$ cat src/rtl/lpdir_pkg.sv
package lpdir_pkg;

   typedef enum logic {
      CMD_INV = 1'b0,
      CMD_WB  = 1'b1
   } cmd_kind_e;

endpackage

$ cat src/rtl/lpdir_store.sv
module lpdir_store #(
   parameter int NPTR = 2,
   parameter int IDW  = 3,
   parameter int NENT = 4,
   parameter int AW   = 2,
   parameter int RRW  = 1
) (
   input  logic                clk,
   input  logic                rst_n,
   input  logic [AW-1:0]       rd_addr,
   output logic [NPTR-1:0]     rd_vld,
   output logic [NPTR*IDW-1:0] rd_ids,
   output logic                rd_dirty,
   output logic                rd_bcast,
   output logic [RRW-1:0]      rd_rr,
   input  logic                we,
   input  logic [AW-1:0]       wr_addr,
   input  logic [NPTR-1:0]     wr_vld,
   input  logic [NPTR*IDW-1:0] wr_ids,
   input  logic                wr_dirty,
   input  logic                wr_bcast,
   input  logic [RRW-1:0]      wr_rr
);

   logic [NPTR-1:0]     vld_q   [NENT];
   logic [NPTR*IDW-1:0] ids_q   [NENT];
   logic                dirty_q [NENT];
   logic                bcast_q [NENT];
   logic [RRW-1:0]      rr_q    [NENT];

   always_ff @(posedge clk or negedge rst_n) begin
      if (!rst_n) begin
         for (int e = 0; e < NENT; e++) begin
            vld_q[e]   <= '0;
            ids_q[e]   <= '0;
            dirty_q[e] <= 1'b0;
            bcast_q[e] <= 1'b0;
            rr_q[e]    <= '0;
         end
      end else if (we) begin
         for (int e = 0; e < NENT; e++) begin
            if (wr_addr == AW'(e)) begin
               vld_q[e]   <= wr_vld;
               ids_q[e]   <= wr_ids;
               dirty_q[e] <= wr_dirty;
               bcast_q[e] <= wr_bcast;
               rr_q[e]    <= wr_rr;
            end
         end
      end
   end

   always_comb begin
      rd_vld   = '0;
      rd_ids   = '0;
      rd_dirty = 1'b0;
      rd_bcast = 1'b0;
      rd_rr    = '0;
      for (int e = 0; e < NENT; e++) begin
         if (rd_addr == AW'(e)) begin
            rd_vld   = vld_q[e];
            rd_ids   = ids_q[e];
            rd_dirty = dirty_q[e];
            rd_bcast = bcast_q[e];
            rd_rr    = rr_q[e];
         end
      end
   end

endmodule

$ cat src/rtl/lpdir_plan.sv
module lpdir_plan
   import lpdir_pkg::*;
#(
   parameter int NPTR       = 2,
   parameter int IDW        = 3,
   parameter int RRW        = 1,
   parameter bit BCAST_MODE = 1'b1
) (
   input  logic                is_write,
   input  logic [IDW-1:0]      rid,
   input  logic [NPTR-1:0]     cur_vld,
   input  logic [NPTR*IDW-1:0] cur_ids,
   input  logic                cur_dirty,
   input  logic                cur_bcast,
   input  logic [RRW-1:0]      cur_rr,
   output logic [NPTR-1:0]     nxt_vld,
   output logic [NPTR*IDW-1:0] nxt_ids,
   output logic                nxt_dirty,
   output logic                nxt_bcast,
   output logic [RRW-1:0]      nxt_rr,
   output logic [NPTR-1:0]     plan_mask,
   output logic                plan_spec,
   output cmd_kind_e           plan_spec_kind,
   output logic                plan_spec_bc,
   output logic [IDW-1:0]      plan_spec_tgt
);

   localparam logic [RRW-1:0] RR_LAST = RRW'(NPTR - 1);

   // overflow outcome, one variant per policy
   logic [NPTR-1:0]     ovf_vld;
   logic [NPTR*IDW-1:0] ovf_ids;
   logic                ovf_bcast;
   logic [RRW-1:0]      ovf_rr;
   logic [NPTR-1:0]     ovf_mask;

   generate
      if (BCAST_MODE) begin : g_bcast
         always_comb begin
            ovf_vld   = cur_vld;
            ovf_ids   = cur_ids;
            ovf_bcast = 1'b1;
            ovf_rr    = cur_rr;
            ovf_mask  = '0;
         end
      end else begin : g_evict
         always_comb begin
            ovf_vld   = cur_vld;
            ovf_ids   = cur_ids;
            ovf_bcast = 1'b0;
            ovf_mask  = '0;
            for (int k = 0; k < NPTR; k++) begin
               if (cur_rr == RRW'(k)) begin
                  ovf_mask[k]            = 1'b1;
                  ovf_ids[k*IDW +: IDW]  = rid;
               end
            end
            ovf_rr = (cur_rr == RR_LAST) ? '0 : cur_rr + 1'b1;
         end
      end
   endgenerate

   logic [NPTR-1:0] hit;
   logic            free_any;
   logic [RRW-1:0]  free_idx;

   always_comb begin
      hit = '0;
      for (int k = 0; k < NPTR; k++) begin
         hit[k] = cur_vld[k] && (cur_ids[k*IDW +: IDW] == rid);
      end
      free_any = 1'b0;
      free_idx = '0;
      for (int k = NPTR - 1; k >= 0; k--) begin
         if (!cur_vld[k]) begin
            free_any = 1'b1;
            free_idx = RRW'(k);
         end
      end
   end

   always_comb begin
      nxt_vld        = cur_vld;
      nxt_ids        = cur_ids;
      nxt_dirty      = cur_dirty;
      nxt_bcast      = cur_bcast;
      nxt_rr         = cur_rr;
      plan_mask      = '0;
      plan_spec      = 1'b0;
      plan_spec_kind = CMD_INV;
      plan_spec_bc   = 1'b0;
      plan_spec_tgt  = rid;
      if (is_write) begin
         if (cur_bcast) begin
            plan_spec    = 1'b1;
            plan_spec_bc = 1'b1;
         end else begin
            plan_mask = cur_vld & ~hit;
         end
         nxt_vld            = '0;
         nxt_vld[0]         = 1'b1;
         nxt_ids            = '0;
         nxt_ids[IDW-1:0]   = rid;
         nxt_dirty          = 1'b1;
         nxt_bcast          = 1'b0;
         nxt_rr             = '0;
      end else if (cur_dirty) begin
         if (!hit[0]) begin
            plan_spec          = 1'b1;
            plan_spec_kind     = CMD_WB;
            plan_spec_tgt      = cur_ids[IDW-1:0];
            nxt_vld            = '0;
            nxt_vld[1:0]       = 2'b11;
            nxt_ids            = '0;
            nxt_ids[IDW-1:0]   = cur_ids[IDW-1:0];
            nxt_ids[IDW +: IDW] = rid;
            nxt_dirty          = 1'b0;
         end
      end else if (!(|hit) && !cur_bcast) begin
         if (free_any) begin
            nxt_vld[free_idx]                  = 1'b1;
            nxt_ids[int'(free_idx)*IDW +: IDW] = rid;
         end else begin
            nxt_vld   = ovf_vld;
            nxt_ids   = ovf_ids;
            nxt_bcast = ovf_bcast;
            nxt_rr    = ovf_rr;
            plan_mask = ovf_mask;
         end
      end
   end

endmodule

$ cat src/rtl/lpdir_cmdseq.sv
module lpdir_cmdseq
   import lpdir_pkg::*;
#(
   parameter int NPTR = 2,
   parameter int IDW  = 3,
   parameter int AW   = 2,
   parameter int RRW  = 1
) (
   input  logic                clk,
   input  logic                rst_n,
   input  logic                load,
   input  logic [NPTR-1:0]     ld_mask,
   input  logic [NPTR*IDW-1:0] ld_ids,
   input  logic                ld_spec,
   input  cmd_kind_e           ld_spec_kind,
   input  logic                ld_spec_bc,
   input  logic [IDW-1:0]      ld_spec_tgt,
   input  logic [AW-1:0]       ld_addr,
   output logic                busy,
   output logic                cmd_valid,
   input  logic                cmd_ready,
   output logic                cmd_wb,
   output logic                cmd_bcast,
   output logic [IDW-1:0]      cmd_target,
   output logic [AW-1:0]       cmd_addr
);

   logic [NPTR-1:0]     pend_q;
   logic [NPTR*IDW-1:0] ids_q;
   logic                spec_q;
   cmd_kind_e           kind_q;
   logic                bc_q;
   logic [IDW-1:0]      tgt_q;
   logic [AW-1:0]       addr_q;

   logic            have_slot;
   logic [RRW-1:0]  sel;
   logic            fire;

   always_comb begin
      have_slot = |pend_q;
      sel       = '0;
      for (int k = NPTR - 1; k >= 0; k--) begin
         if (pend_q[k]) sel = RRW'(k);
      end
   end

   assign busy      = have_slot | spec_q;
   assign cmd_valid = busy;
   assign fire      = cmd_valid && cmd_ready;
   assign cmd_addr  = addr_q;

   always_comb begin
      if (have_slot) begin
         cmd_wb     = 1'b0;
         cmd_bcast  = 1'b0;
         cmd_target = ids_q[int'(sel)*IDW +: IDW];
      end else begin
         cmd_wb     = (kind_q == CMD_WB);
         cmd_bcast  = bc_q;
         cmd_target = tgt_q;
      end
   end

   always_ff @(posedge clk or negedge rst_n) begin
      if (!rst_n) begin
         pend_q <= '0;
         ids_q  <= '0;
         spec_q <= 1'b0;
         kind_q <= CMD_INV;
         bc_q   <= 1'b0;
         tgt_q  <= '0;
         addr_q <= '0;
      end else if (load) begin
         pend_q <= ld_mask;
         ids_q  <= ld_ids;
         spec_q <= ld_spec;
         kind_q <= ld_spec_kind;
         bc_q   <= ld_spec_bc;
         tgt_q  <= ld_spec_tgt;
         addr_q <= ld_addr;
      end else if (fire) begin
         if (have_slot) pend_q[sel] <= 1'b0;
         else           spec_q      <= 1'b0;
      end
   end

endmodule

$ cat src/rtl/lpdir_ctrl.sv
module lpdir_ctrl
   import lpdir_pkg::*;
#(
   parameter int NPROC      = 8,
   parameter int NPTR       = 2,
   parameter int NENT       = 4,
   parameter bit BCAST_MODE = 1'b1,
   localparam int IDW       = (NPROC > 1) ? $clog2(NPROC) : 1,
   localparam int AW        = (NENT > 1) ? $clog2(NENT) : 1
) (
   input  logic           clk,
   input  logic           rst_n,
   input  logic           req_valid,
   output logic           req_ready,
   input  logic           req_write,
   input  logic [IDW-1:0] req_id,
   input  logic [AW-1:0]  req_addr,
   output logic           cmd_valid,
   input  logic           cmd_ready,
   output logic           cmd_wb,
   output logic           cmd_bcast,
   output logic [IDW-1:0] cmd_target,
   output logic [AW-1:0]  cmd_addr
);

   localparam int RRW = (NPTR > 1) ? $clog2(NPTR) : 1;

   generate
      if (NPTR < 2) begin : g_chk_nptr_lo
         $error("lpdir_ctrl: NPTR must be at least 2");
      end
      if (NPTR >= NPROC) begin : g_chk_nptr_hi
         $error("lpdir_ctrl: NPTR must be below NPROC");
      end
      if (NENT < 1) begin : g_chk_nent
         $error("lpdir_ctrl: NENT must be at least 1");
      end
   endgenerate

   logic [NPTR-1:0]     cur_vld, nxt_vld, plan_mask;
   logic [NPTR*IDW-1:0] cur_ids, nxt_ids;
   logic                cur_dirty, cur_bcast, nxt_dirty, nxt_bcast;
   logic [RRW-1:0]      cur_rr, nxt_rr;
   logic                plan_spec, plan_spec_bc;
   cmd_kind_e           plan_spec_kind;
   logic [IDW-1:0]      plan_spec_tgt;
   logic                busy, accept;

   assign req_ready = !busy;
   assign accept    = req_valid && !busy;

   lpdir_store #(
      .NPTR(NPTR), .IDW(IDW), .NENT(NENT), .AW(AW), .RRW(RRW)
   ) u_store (
      .clk      (clk),
      .rst_n    (rst_n),
      .rd_addr  (req_addr),
      .rd_vld   (cur_vld),
      .rd_ids   (cur_ids),
      .rd_dirty (cur_dirty),
      .rd_bcast (cur_bcast),
      .rd_rr    (cur_rr),
      .we       (accept),
      .wr_addr  (req_addr),
      .wr_vld   (nxt_vld),
      .wr_ids   (nxt_ids),
      .wr_dirty (nxt_dirty),
      .wr_bcast (nxt_bcast),
      .wr_rr    (nxt_rr)
   );

   lpdir_plan #(
      .NPTR(NPTR), .IDW(IDW), .RRW(RRW), .BCAST_MODE(BCAST_MODE)
   ) u_plan (
      .is_write       (req_write),
      .rid            (req_id),
      .cur_vld        (cur_vld),
      .cur_ids        (cur_ids),
      .cur_dirty      (cur_dirty),
      .cur_bcast      (cur_bcast),
      .cur_rr         (cur_rr),
      .nxt_vld        (nxt_vld),
      .nxt_ids        (nxt_ids),
      .nxt_dirty      (nxt_dirty),
      .nxt_bcast      (nxt_bcast),
      .nxt_rr         (nxt_rr),
      .plan_mask      (plan_mask),
      .plan_spec      (plan_spec),
      .plan_spec_kind (plan_spec_kind),
      .plan_spec_bc   (plan_spec_bc),
      .plan_spec_tgt  (plan_spec_tgt)
   );

   lpdir_cmdseq #(
      .NPTR(NPTR), .IDW(IDW), .AW(AW), .RRW(RRW)
   ) u_seq (
      .clk          (clk),
      .rst_n        (rst_n),
      .load         (accept),
      .ld_mask      (plan_mask),
      .ld_ids       (cur_ids),
      .ld_spec      (plan_spec),
      .ld_spec_kind (plan_spec_kind),
      .ld_spec_bc   (plan_spec_bc),
      .ld_spec_tgt  (plan_spec_tgt),
      .ld_addr      (req_addr),
      .busy         (busy),
      .cmd_valid    (cmd_valid),
      .cmd_ready    (cmd_ready),
      .cmd_wb       (cmd_wb),
      .cmd_bcast    (cmd_bcast),
      .cmd_target   (cmd_target),
      .cmd_addr     (cmd_addr)
   );

endmodule

$ cat config.mk
export PLATFORM = sky130hd
export DESIGN_NAME = lpdir_ctrl
export DESIGN_NICKNAME = d
export VERILOG_FILES = /design/src/rtl/lpdir_pkg.sv /design/src/rtl/lpdir_store.sv /design/src/rtl/lpdir_plan.sv /design/src/rtl/lpdir_cmdseq.sv /design/src/rtl/lpdir_ctrl.sv
export SDC_FILE = /design/constraint.sdc
export NUM_CORES = 1
export LEC_CHECK = 0
export BUFFER_PORTS_ARGS = -buffer_cell sky130_fd_sc_hd__buf_2
export CAP_MARGIN = 20
export CORE_MARGIN = 2
export CORE_UTILIZATION = 30
export DETAILED_ROUTE_END_ITERATION = 6
export GPL_TIMING_DRIVEN = 1
export PLACE_DENSITY = 0.53
export SYNTH_ARGS = -nofsm -noshare
export SYNTH_HDL_FRONTEND = slang
export SYNTH_SLANG_ARGS = --single-unit
$ cat constraint.sdc
create_clock -name clk -period 3.05 [get_ports clk]
set_clock_uncertainty 0.1 [all_clocks]
set_input_delay 0.1525 -clock clk [delete_from_list [all_inputs] [get_ports clk]]
set_output_delay 0.1525 -clock clk [all_outputs]
set_load 0.05 [all_outputs]
==> flow_summary.ini, run 1 <==
[sta]
rsz0062_at_grt = no
hold_slack_ns = 0.0591
maxSlewHeadroom_pct = 54.4
hold_violations = 0
fin_crit_ns = 2.60
fin_tns_setup_ns = 0
worstMarginPinSlew_ns = 0.684
fmax_mhz = 385
setup_viol = 0
final_max_slew_viol_count = 0
min_period_over_period_pct = 85.1

[global_routing]
grt_max_degree = 32
grt_pass1_wl_um = 12300
track_usage_pct = 14.1
grt_overflow_total = 0
grt_pass1_vias = 2292
antenna_found_initial = 0

[setup_path]
critPathArrivalTime_ns = 2.69
path_cells = mux4_2, xnor2_4, a311oi_4, mux2_4, o41ai_1
slowest_delay_ns = 0.59
critPathLaunchType = register
crit_fanout = 5
slowest_stage = mux4_2
required_ns = 3.14
critPathCaptureType = register
crit_type = reg -> reg

[logic_synthesis]
avgSynthCellArea_um2 = 10.0
ys.flop_type = dfrtp_1
synth_cell_types = 38
netlist.area_leader.share_pct = 47.1
synthArstFlopShare_pct = 100
ys_ff_latch = 56
yosys_warnings = 0
synth_most_common_cell = nand2_1
ys_top_cells_by_count = nand2_1 (68), dfrtp_1 (56), nor2_1 (26), o21ai_0 (16), o41ai_1 (15)
synthCells = 297
synth_top_area_cell = dfrtp_1
synthesis.area_mm2 = 0.00298
yosys-top-cells-area = dfrtp_1 (47%), nand2_1 (8.6%), mux4_2 (5.3%)
ys_seq_area_share_pct = 47.1
synth_edf_count = 0
synth_nets = 307

[route]
via_per_inst = 5.07
drtIter0Drc = 176
routedWlPerCell_um = 16.5
vias = 2226
drt_wl_total_um = 7260
drt-pass1-iter-count = 4
drc = 0
antenna_left = 0

[finish]
syn2layout_area_growth_pct = 11.4
layout.nets = 316
post-route-cell-area_mm2 = 0.00332
nFillCells = 997
layout-drive-gt1-share_pct = 15.4
antennaDiodeCount = 0

[placed_design]
placement.io_buffers = 18
gp_congestion = 0.845
dp_hpwl_um = 5080
placed_area_mm2 = 0.00318

[clock_tree]
root_buffer = clkbuf_8
clk_latency_ns = 0.31
cts_tree = built
htreeDepth = 2
clkTransAtPathRegs_ns = 0.10
cts_made_buffers = 5
cts_max_path_buffers = 2
cts_sinks = 56

[hold_path]
hp-class = in -> reg

[floorplanning]
core_area_mm2 = 0.00968
die-area_mm2 = 0.0107
io_pins = 19
rows = 36
fp.dieH_um = 104
dieWidth_um = 104
initial_core_util_pct = 30.7

[power]
ir_drop_uv = 483
leakage_nw = 1.42
power.density_mw_per_mm2 = 1100

[outcome]
status = complete, no violations

[run]
cap_violations = 0
## logic make-up after synthesis
kind of cell | Yosys count | share of synthesized area [%]
flip-flops | 56 | 47.1
AO/OA/AOI/OAI | 67 | 15.8
AND/OR/NAND/NOR | 122 | 17.7
buffers and inverters | 24 | 3.45
multiplexers | 19 | 11.5
XOR/XNOR | 9 | 4.54
## through the flow
step	setup slack, ns	total power [mW]	utilization, %	cells
after floorplan	0.221	2.67	-	297
after global placement	0.281	3.07	32.8	431
after detailed placement	0.185	3.11	32.8	431
after CTS	0.441	3.68	34.3	439
after global routing	0.375	3.94	34.3	439
final	0.455	3.66	34.3	439
## layer usage
layer  vias up  GRT usage (%)  wire length (µm)
li1       1083              -                 -
met1      1097           21.0              3590
met2        44           21.2              3350
met3         2           3.08               296
met4         0           2.41                25
met5         -              0                 0
## state kept, by name, indices dropped and copies added, names as in the netlist
signal           cells
u_seq.bc_q           1
u_seq.cmd_addr       2
u_seq.ids_q          6
u_seq.kind_q         1
u_seq.pend_q         2
u_seq.spec_q         1
u_seq.tgt_q          3
u_store.bcast_q      4
u_store.dirty_q      4
u_store.ids_q       24
u_store.vld_q        8
## where the power goes
part           switching [mW]  internal [mW]  total [mW]
combinational            1.15          0.669        1.82
clock                   0.237          0.323       0.560
sequential              0.202           1.07        1.28
## cell usage in the layout, fill, tap and decap left out, types with 2 or more instances in the layout
cell       netlist  final
nand2_1         68     68
dfrtp_1         56     56
nor2_1          26     26
buf_2            4     18
o21ai_0         16     16
o41ai_1         15     15
a31oi_1         12     12
a21oi_1          9      9
o31ai_1          9      9
mux4_2           7      7
nand3_1          7      7
mux2i_1          6      6
clkbuf_8         0      5
nor2b_1          4      4
buf_4            0      4
inv_1            3      3
xor2_1           3      3
mux4_1           3      3
xnor2_4          3      3
nand2b_1         3      3
mux2_4           3      3
xnor2_1          3      3
or3_1            2      2
and2_1           2      2
or2_2            2      2
nand4_1          2      2
a41oi_1          2      2
bufinv_16        0      2
## path summary, 6_finish.rpt
kind | startpoint | cells past startpoint | end | slack (ns)
setup / recovery | u_store.ids_q[7]$_DFFE_PN0P_ | 5 | u_store.ids_q[5]$_DFFE_PN0P_ | 0.45
max in group asynchronous | rst_n | 3 | u_store.ids_q[20]$_DFFE_PN0P_ | 1.70
hold / removal | cmd_ready | 4 | u_seq.spec_q$_DFFE_PN0P_ | 0.06
setup reg to reg | u_store.ids_q[7]$_DFFE_PN0P_ | 5 | u_store.ids_q[5]$_DFFE_PN0P_ | 0.45
hold reg to reg | u_store.bcast_q[0]$_DFFE_PN0P_ | 2 | u_store.bcast_q[0]$_DFFE_PN0P_ | 0.38
min in group asynchronous | rst_n | 2 | u_seq.cmd_addr[1]$_DFFE_PN0P_ | 0.31
## repair_timing
item,4_1_cts,5_1_grt
hold endpoints to repair,27,0
buffers inserted,0,0
resized for setup,0,0
hold buffers,1,0
## area by class of cell
cell class	count	area, µm²	share of cell area (%)
Clock buffer	5	68.8	2.07
Inverter	3	11.3	0.339
Multi-Input combinational cell	217	1480	44.6
Timing Repair Buffer	23	130	3.92
Tap cell	133	166	5.02
Sequential cell	56	1400	42.2
Clock inverter	2	60.1	1.81
## critical path, delay by kind of cell (launching register included)
family	cells	cell delay, ns
multiplexers	2	0.96
AO/OA/AOI/OAI	2	0.81
flip-flops	1	0.41
XOR/XNOR	1	0.20
(Power assumes the default switching activity.)
==> run 2, diff against run 1 <==
--- a/config.mk
+++ b/config.mk
@@ -12,6 +12,7 @@
 export DETAILED_ROUTE_END_ITERATION = 6
 export GPL_TIMING_DRIVEN = 1
 export PLACE_DENSITY = 0.53
+export RECOVER_POWER = 100
 export SYNTH_ARGS = -nofsm -noshare
 export SYNTH_HDL_FRONTEND = slang
 export SYNTH_SLANG_ARGS = --single-unit
==> constraint.sdc (replaced) <==
create_clock -name clk -period 3.05 [get_ports clk]
set_clock_uncertainty 0.1 [all_clocks]
set_input_delay 0.1525 -clock clk [delete_from_list [all_inputs] [get_ports clk]]
set_output_delay 0.1525 -clock clk [all_outputs]
set_load 0.1 [all_outputs]
==> flow_summary.ini, run 2 (synthesis gave the netlist of run 1 again) <==
[clock_tree]
ctsResizeCount = 0
cts_sinks = 56
clk_latency_ns = 0.32
holdBufCountCts = 1
cts_made_buffers = 5
post_cts_buffers = 0
cts_max_path_buffers = 2
cts_tree = built
root_buffer = clkbuf_8
htreeDepth = 2
clkTransAtPathRegs_ns = 0.11

[global_routing]
met1_usage_pct = 20.5
grt_pass1_wl_um = 12200
grt_max_degree = 33
track_usage_pct = 14.1
use_met2_pct = 21.5
grt_overflow_total = 0
antenna_found_initial = 0
grtUsageMet3_pct = 2.20
grt_busiest_layer = met2
grt_pass1_vias = 2288

[finish]
final_common_cell = nand2_1
regArea_mm2 = 0.00140
nFillCells = 1009
largest_reg_flops = 24
layout-drive-gt1-share_pct = 11.4
final_cell_mix = nand2_1 (68), dfrtp_1 (56), nor2_1 (26), o21ai_0 (16), o41ai_1 (15)
antennaDiodeCount = 0
largest_register = u_store.ids_q
multiInputGateArea_mm2 = 0.00145
layout.nets = 317
reg_top3 = u_store.ids_q: 24 flops, u_store.vld_q: 8 flops, u_seq.ids_q: 6 flops
syn2layout_area_growth_pct = 10.3
fin_util_pct = 33.9

[route]
drtIter0Drc = 110
antenna_left = 0
routedWlPerCell_um = 16.1
vias = 2278
drt-pass1-iter-count = 6
drc = 0
drt_wl_total_um = 7080
via_per_inst = 5.17

[floorplanning]
fp.dieH_um = 104
core_area_mm2 = 0.00968
initial_core_util_pct = 30.7
die-area_mm2 = 0.0107
io_pins = 19
rows = 36
dieWidth_um = 104

[setup_path]
critPathTopFamily = multiplexers
path_cells = mux4_2, xnor2_1, a311oi_4, mux2_1, o41ai_1
crit_fanout = 5
critPathArrivalTime_ns = 2.72
required_ns = 3.15
critPathCaptureType = register
cp_num_buf_inv = 0
crit_type = reg -> reg
critPathLaunchType = register
slowest_stage = mux4_2
slowest_delay_ns = 0.57

[sta]
fin_tns_setup_ns = 0
fmax_mhz = 382
rsz0062_at_grt = no
maxSlewHeadroom_pct = 7.68
fin_crit_ns = 2.62
fin_ws_ns = 0.431
min_period_over_period_pct = 85.9
hold_violations = 0
worstMarginPinSlew_ns = 1.38
setup_viol = 0
final_max_slew_viol_count = 0

[run]
cap_violations = 0

[power]
power.density_mw_per_mm2 = 1190
ir_drop_uv = 735
leakage_nw = 1.37

[hold_path]
hp-class = in -> reg

[placed_design]
dp_slack_ns = 0.201
dp_hpwl_um = 5040
placement.io_buffers = 18
gp_congestion = 0.871

[outcome]
status = complete, no violations
-- run 2: metal layers --
metal | share of wire [%] | vias up
li1 | - | 1091
met1 | 51 | 1131
met2 | 45 | 49
met3 | 3.1 | 7
met4 | 1.2 | 0
met5 | 0 | -
-- run 2: path summary, 6_finish.rpt --
| check | start | cells after the start | slack, ns | endpoint |
|---|---|---|---|---|
| max | u_store.ids_q[2]$_DFFE_PN0P_ | 5 | 0.43 | u_store.ids_q[21]$_DFFE_PN0P_ |
| min | cmd_ready | 4 | 0.03 | u_seq.spec_q$_DFFE_PN0P_ |
| max reg2reg | u_store.ids_q[2]$_DFFE_PN0P_ | 5 | 0.43 | u_store.ids_q[21]$_DFFE_PN0P_ |
| min reg2reg | u_seq.cmd_addr[1]$_DFFE_PN0P_ | 2 | 0.38 | u_seq.cmd_addr[1]$_DFFE_PN0P_ |
| max in group asynchronous | rst_n | 3 | 0.83 | u_store.ids_q[16]$_DFFE_PN0P_ |
| min in group asynchronous | rst_n | 2 | 0.57 | u_seq.ids_q[1]$_DFFE_PN0P_ |
-- run 2: metrics by stage --
step                hold slack (ns)  total power [mW]  cells  area, µm²
CTS                          0.0250              4.02    441       3340
finish                       0.0338              3.89    441       3280
global route                 0.0785              4.17    441       3280
detailed placement           0.0926              3.42    432       3190
global placement             0.0917              3.39    432       3190
floorplan                    -0.243              2.99    297       2980
-- run 2: layout make-up --
| type | instances | share of cell area [%] |
|---|---|---|
| sequential | 56 | 42.7 |
| multi-input combinational | 217 | 44.0 |
| inverter | 3 | 0.381 |
| clock buffer | 5 | 2.10 |
| clock inverter | 3 | 2.10 |
| timing repair buffer | 24 | 3.62 |
| tap | 133 | 5.07 |
-- run 2: worst register-to-register path: cells and delay by family (launching register included) --
kind           cells  cell delay, ns
XOR/XNOR           1            0.43
AO/OA/AOI/OAI      2            0.59
multiplexers       2            0.99
flip-flops         1            0.39
-- run 2: report_power, final --
group          switching [mW]  internal (mW)
Combinational            1.44          0.597
Sequential              0.198           1.07
Clock                   0.256          0.331
Total                    1.89           2.00
==> run 3, diff against run 2 <==
--- a/config.mk
+++ b/config.mk
@@ -5,6 +5,7 @@
 export SDC_FILE = /design/constraint.sdc
 export NUM_CORES = 1
 export LEC_CHECK = 0
+export ABC_AREA = 1
 export BUFFER_PORTS_ARGS = -buffer_cell sky130_fd_sc_hd__buf_2
 export CAP_MARGIN = 20
 export CORE_MARGIN = 2
==> flow_summary.ini, run 3 <==
[outcome]
violations = capacitance limit, slew limit
status = finished, violations left

[logic_synthesis]
synth_cell_types = 35
synth_nets = 430
yosys_warnings = 0
synth_most_common_cell = nand2_1
yosys-top-cells-area = dfrtp_1 (45%), nand2_1 (19%), nand3_1 (8.4%)
netlist.area_leader.share_pct = 45.2
synthArstFlopShare_pct = 100
ys_seq_area_share_pct = 45.2
avgSynthCellArea_um2 = 7.38
synth_edf_count = 0
ys_ff_latch = 56
synth_top_area_cell = dfrtp_1
synthesis.area_mm2 = 0.00310
ys.flop_type = dfrtp_1
ys_top_cells_by_count = nand2_1 (158), dfrtp_1 (56), nand3_1 (52), inv_1 (37)
synthCells = 420

[sta]
maxSlewHeadroom_pct = -38.4
hold_violations = 0
final_max_slew_viol_count = 36
setup_viol = 0
fmax_mhz = 363
min_period_over_period_pct = 90.2
worstMarginPinSlew_ns = 2.08
fin_crit_ns = 2.75
fin_tns_setup_ns = 0
rsz0062_at_grt = no
hold_slack_ns = 0.0460

[floorplanning]
dieWidth_um = 106
die-area_mm2 = 0.0112
fp.dieH_um = 106
io_pins = 19
initial_core_util_pct = 30.4
rows = 37
core_area_mm2 = 0.0102

[finish]
regArea_mm2 = 0.00140
reg_top3 = u_store.ids_q: 24 flops, u_store.vld_q: 8 flops, u_seq.ids_q: 6 flops
largest_reg_flops = 24
post-route-cell-area_mm2 = 0.00338
multiInputGateArea_mm2 = 0.00143
syn2layout_area_growth_pct = 9.12
layout.nets = 450
final_cell_mix = nand2_1 (160), dfrtp_1 (56), nand3_1 (53), inv_1 (37), o21ai_0 (27)
nFillCells = 1135
final_cells = 577
largest_register = u_store.ids_q
antennaDiodeCount = 0
final_common_cell = nand2_1
layout-drive-gt1-share_pct = 9.75

[clock_tree]
cts_tree = built
root_buffer = clkbuf_8
cts_made_buffers = 5
cts_max_path_buffers = 2
cts_sinks = 56
clkTransAtPathRegs_ns = 0.10
htreeDepth = 2
clk_latency_ns = 0.31
ctsResizeCount = 0

[setup_path]
critPathLaunchType = register
crit_fanout = 17
required_ns = 3.14
reg2reg_slack_ns = 0.30
critPathArrivalTime_ns = 2.85
r2r_cells = 10
crit_type = reg -> reg
critPathCaptureType = register
r2r_end = u_store.bcast_q[1]$_DFFE_PN0P_
r2r-start = u_seq.pend_q[0]$_DFFE_PN0P_

[global_routing]
grt_max_degree = 36
grt_overflow_total = 0
grt_pass1_vias = 2800
track_usage_pct = 16.8
antenna_found_initial = 0
grt_pass1_wl_um = 14700

[placed_design]
placed_cells = 568
gp_congestion = 0.870
placement.io_buffers = 18
dp_hpwl_um = 6380
placed_area_mm2 = 0.00332

[route]
drt_wl_total_um = 8850
via_per_inst = 4.96
vias = 2864
routedWlPerCell_um = 15.3
antenna_left = 0
drtIter0Drc = 237
drt-pass1-iter-count = 5
drc = 0

[power]
p_total_mw = 3.32
power.density_mw_per_mm2 = 981
leakage_nw = 1.73
ir_drop_uv = 837

[hold_path]
hp-class = in -> reg
min_path_cells = 3
min_to = u_seq.pend_q[1]$_DFFE_PN0P_
holdCritStartpoint = cmd_ready

[run]
cap_violations = 1
## run 3: changes by cell type in the layout (fill, tap and decap cells not counted), moves of 5 or more
cell,change
nand2_2,+5
inv_1,+35
nand4_1,+6
o31ai_1,-9
o41ai_1,-15
mux2i_1,-6
a21oi_1,-6
a31oi_1,-11
nand2_1,+92
nand3_1,+46
mux4_2,-7
o21ai_0,+11
## run 3: repair_timing
| action | 4_1_cts | 5_1_grt |
|---|---|---|
| hold buffers | 1 | 0 |
| endpoints found under the hold margin | 34 | 0 |
| buffers inserted | 0 | 0 |
| setup endpoints to repair | 0 | 0 |
## run 3: kinds of logic after synthesis
logic type	synth area share, %
AO/OA/AOI/OAI	7.63
buffers and inverters	7.75
flip-flops	45.2
AND/OR/NAND/NOR	39.4
## run 3: worst max path at each step
stage                                           start                              to  slack (ns)  cells past startpoint
final                     u_seq.pend_q[0]$_DFFE_PN0P_  u_store.bcast_q[1]$_DFFE_PN0P_        0.30                     10
after global routing      u_seq.pend_q[0]$_DFFE_PN0P_  u_store.dirty_q[1]$_DFFE_PN0P_        0.09                     10
after CTS                 u_seq.pend_q[0]$_DFFE_PN0P_    u_store.ids_q[6]$_DFFE_PN0P_        0.39                     10
after detailed placement  u_seq.pend_q[0]$_DFFE_PN0P_    u_store.vld_q[2]$_DFFE_PN0P_        0.41                     10
after global placement    u_seq.pend_q[0]$_DFFE_PN0P_  u_store.bcast_q[1]$_DFFE_PN0P_        0.37                     10
after floorplan           u_seq.pend_q[0]$_DFFE_PN0P_        u_seq.spec_q$_DFFE_PN0P_        0.15                      8
## run 3: power breakdown
part | internal, mW | total, mW | switching (mW)
clock | 0.186 | 0.431 | 0.245
combinational | 0.371 | 1.64 | 1.27
sequential | 1.07 | 1.25 | 0.173
total | 1.63 | 3.32 | 1.69
## run 3: area by class of cell
type | instances | share of cell area [%]
timing repair buffer | 24 | 3.74
clock buffer | 8 | 2.66
multi-input combinational | 309 | 42.2
inverter | 44 | 4.96
tap | 136 | 5.03
sequential | 56 | 41.4
## run 3: per-layer routing
metal | up-vias | track usage (%) | share of wire, % | wire (µm)
met5 | - | 0 | 0 | 0
met4 | 0 | 3.38 | 1.2 | 104
met3 | 14 | 2.72 | 6.1 | 537
met2 | 106 | 25.8 | 42 | 3760
met1 | 1352 | 24.9 | 50 | 4450
li1 | 1392 | - | - | -
## run 3: worst max-delay path: stages (launching register included)
cell     delay [ns]
dfrtp_1        0.43
nor2_1         0.19
inv_1          0.13
nor2_1         0.19
nand2_2        0.28
inv_2          0.34
nand2_1        0.19
nor2_2         0.38
inv_2          0.23
nand2_1        0.10
o21ai_1        0.06
## run 3: metrics by stage
stage                     setup WS, ns  util, %
final                            0.298     33.2
after global routing            0.0877     33.2
after CTS                        0.389     33.6
after detailed placement         0.406     32.6
after global placement           0.370     32.6
after floorplan                  0.148        -
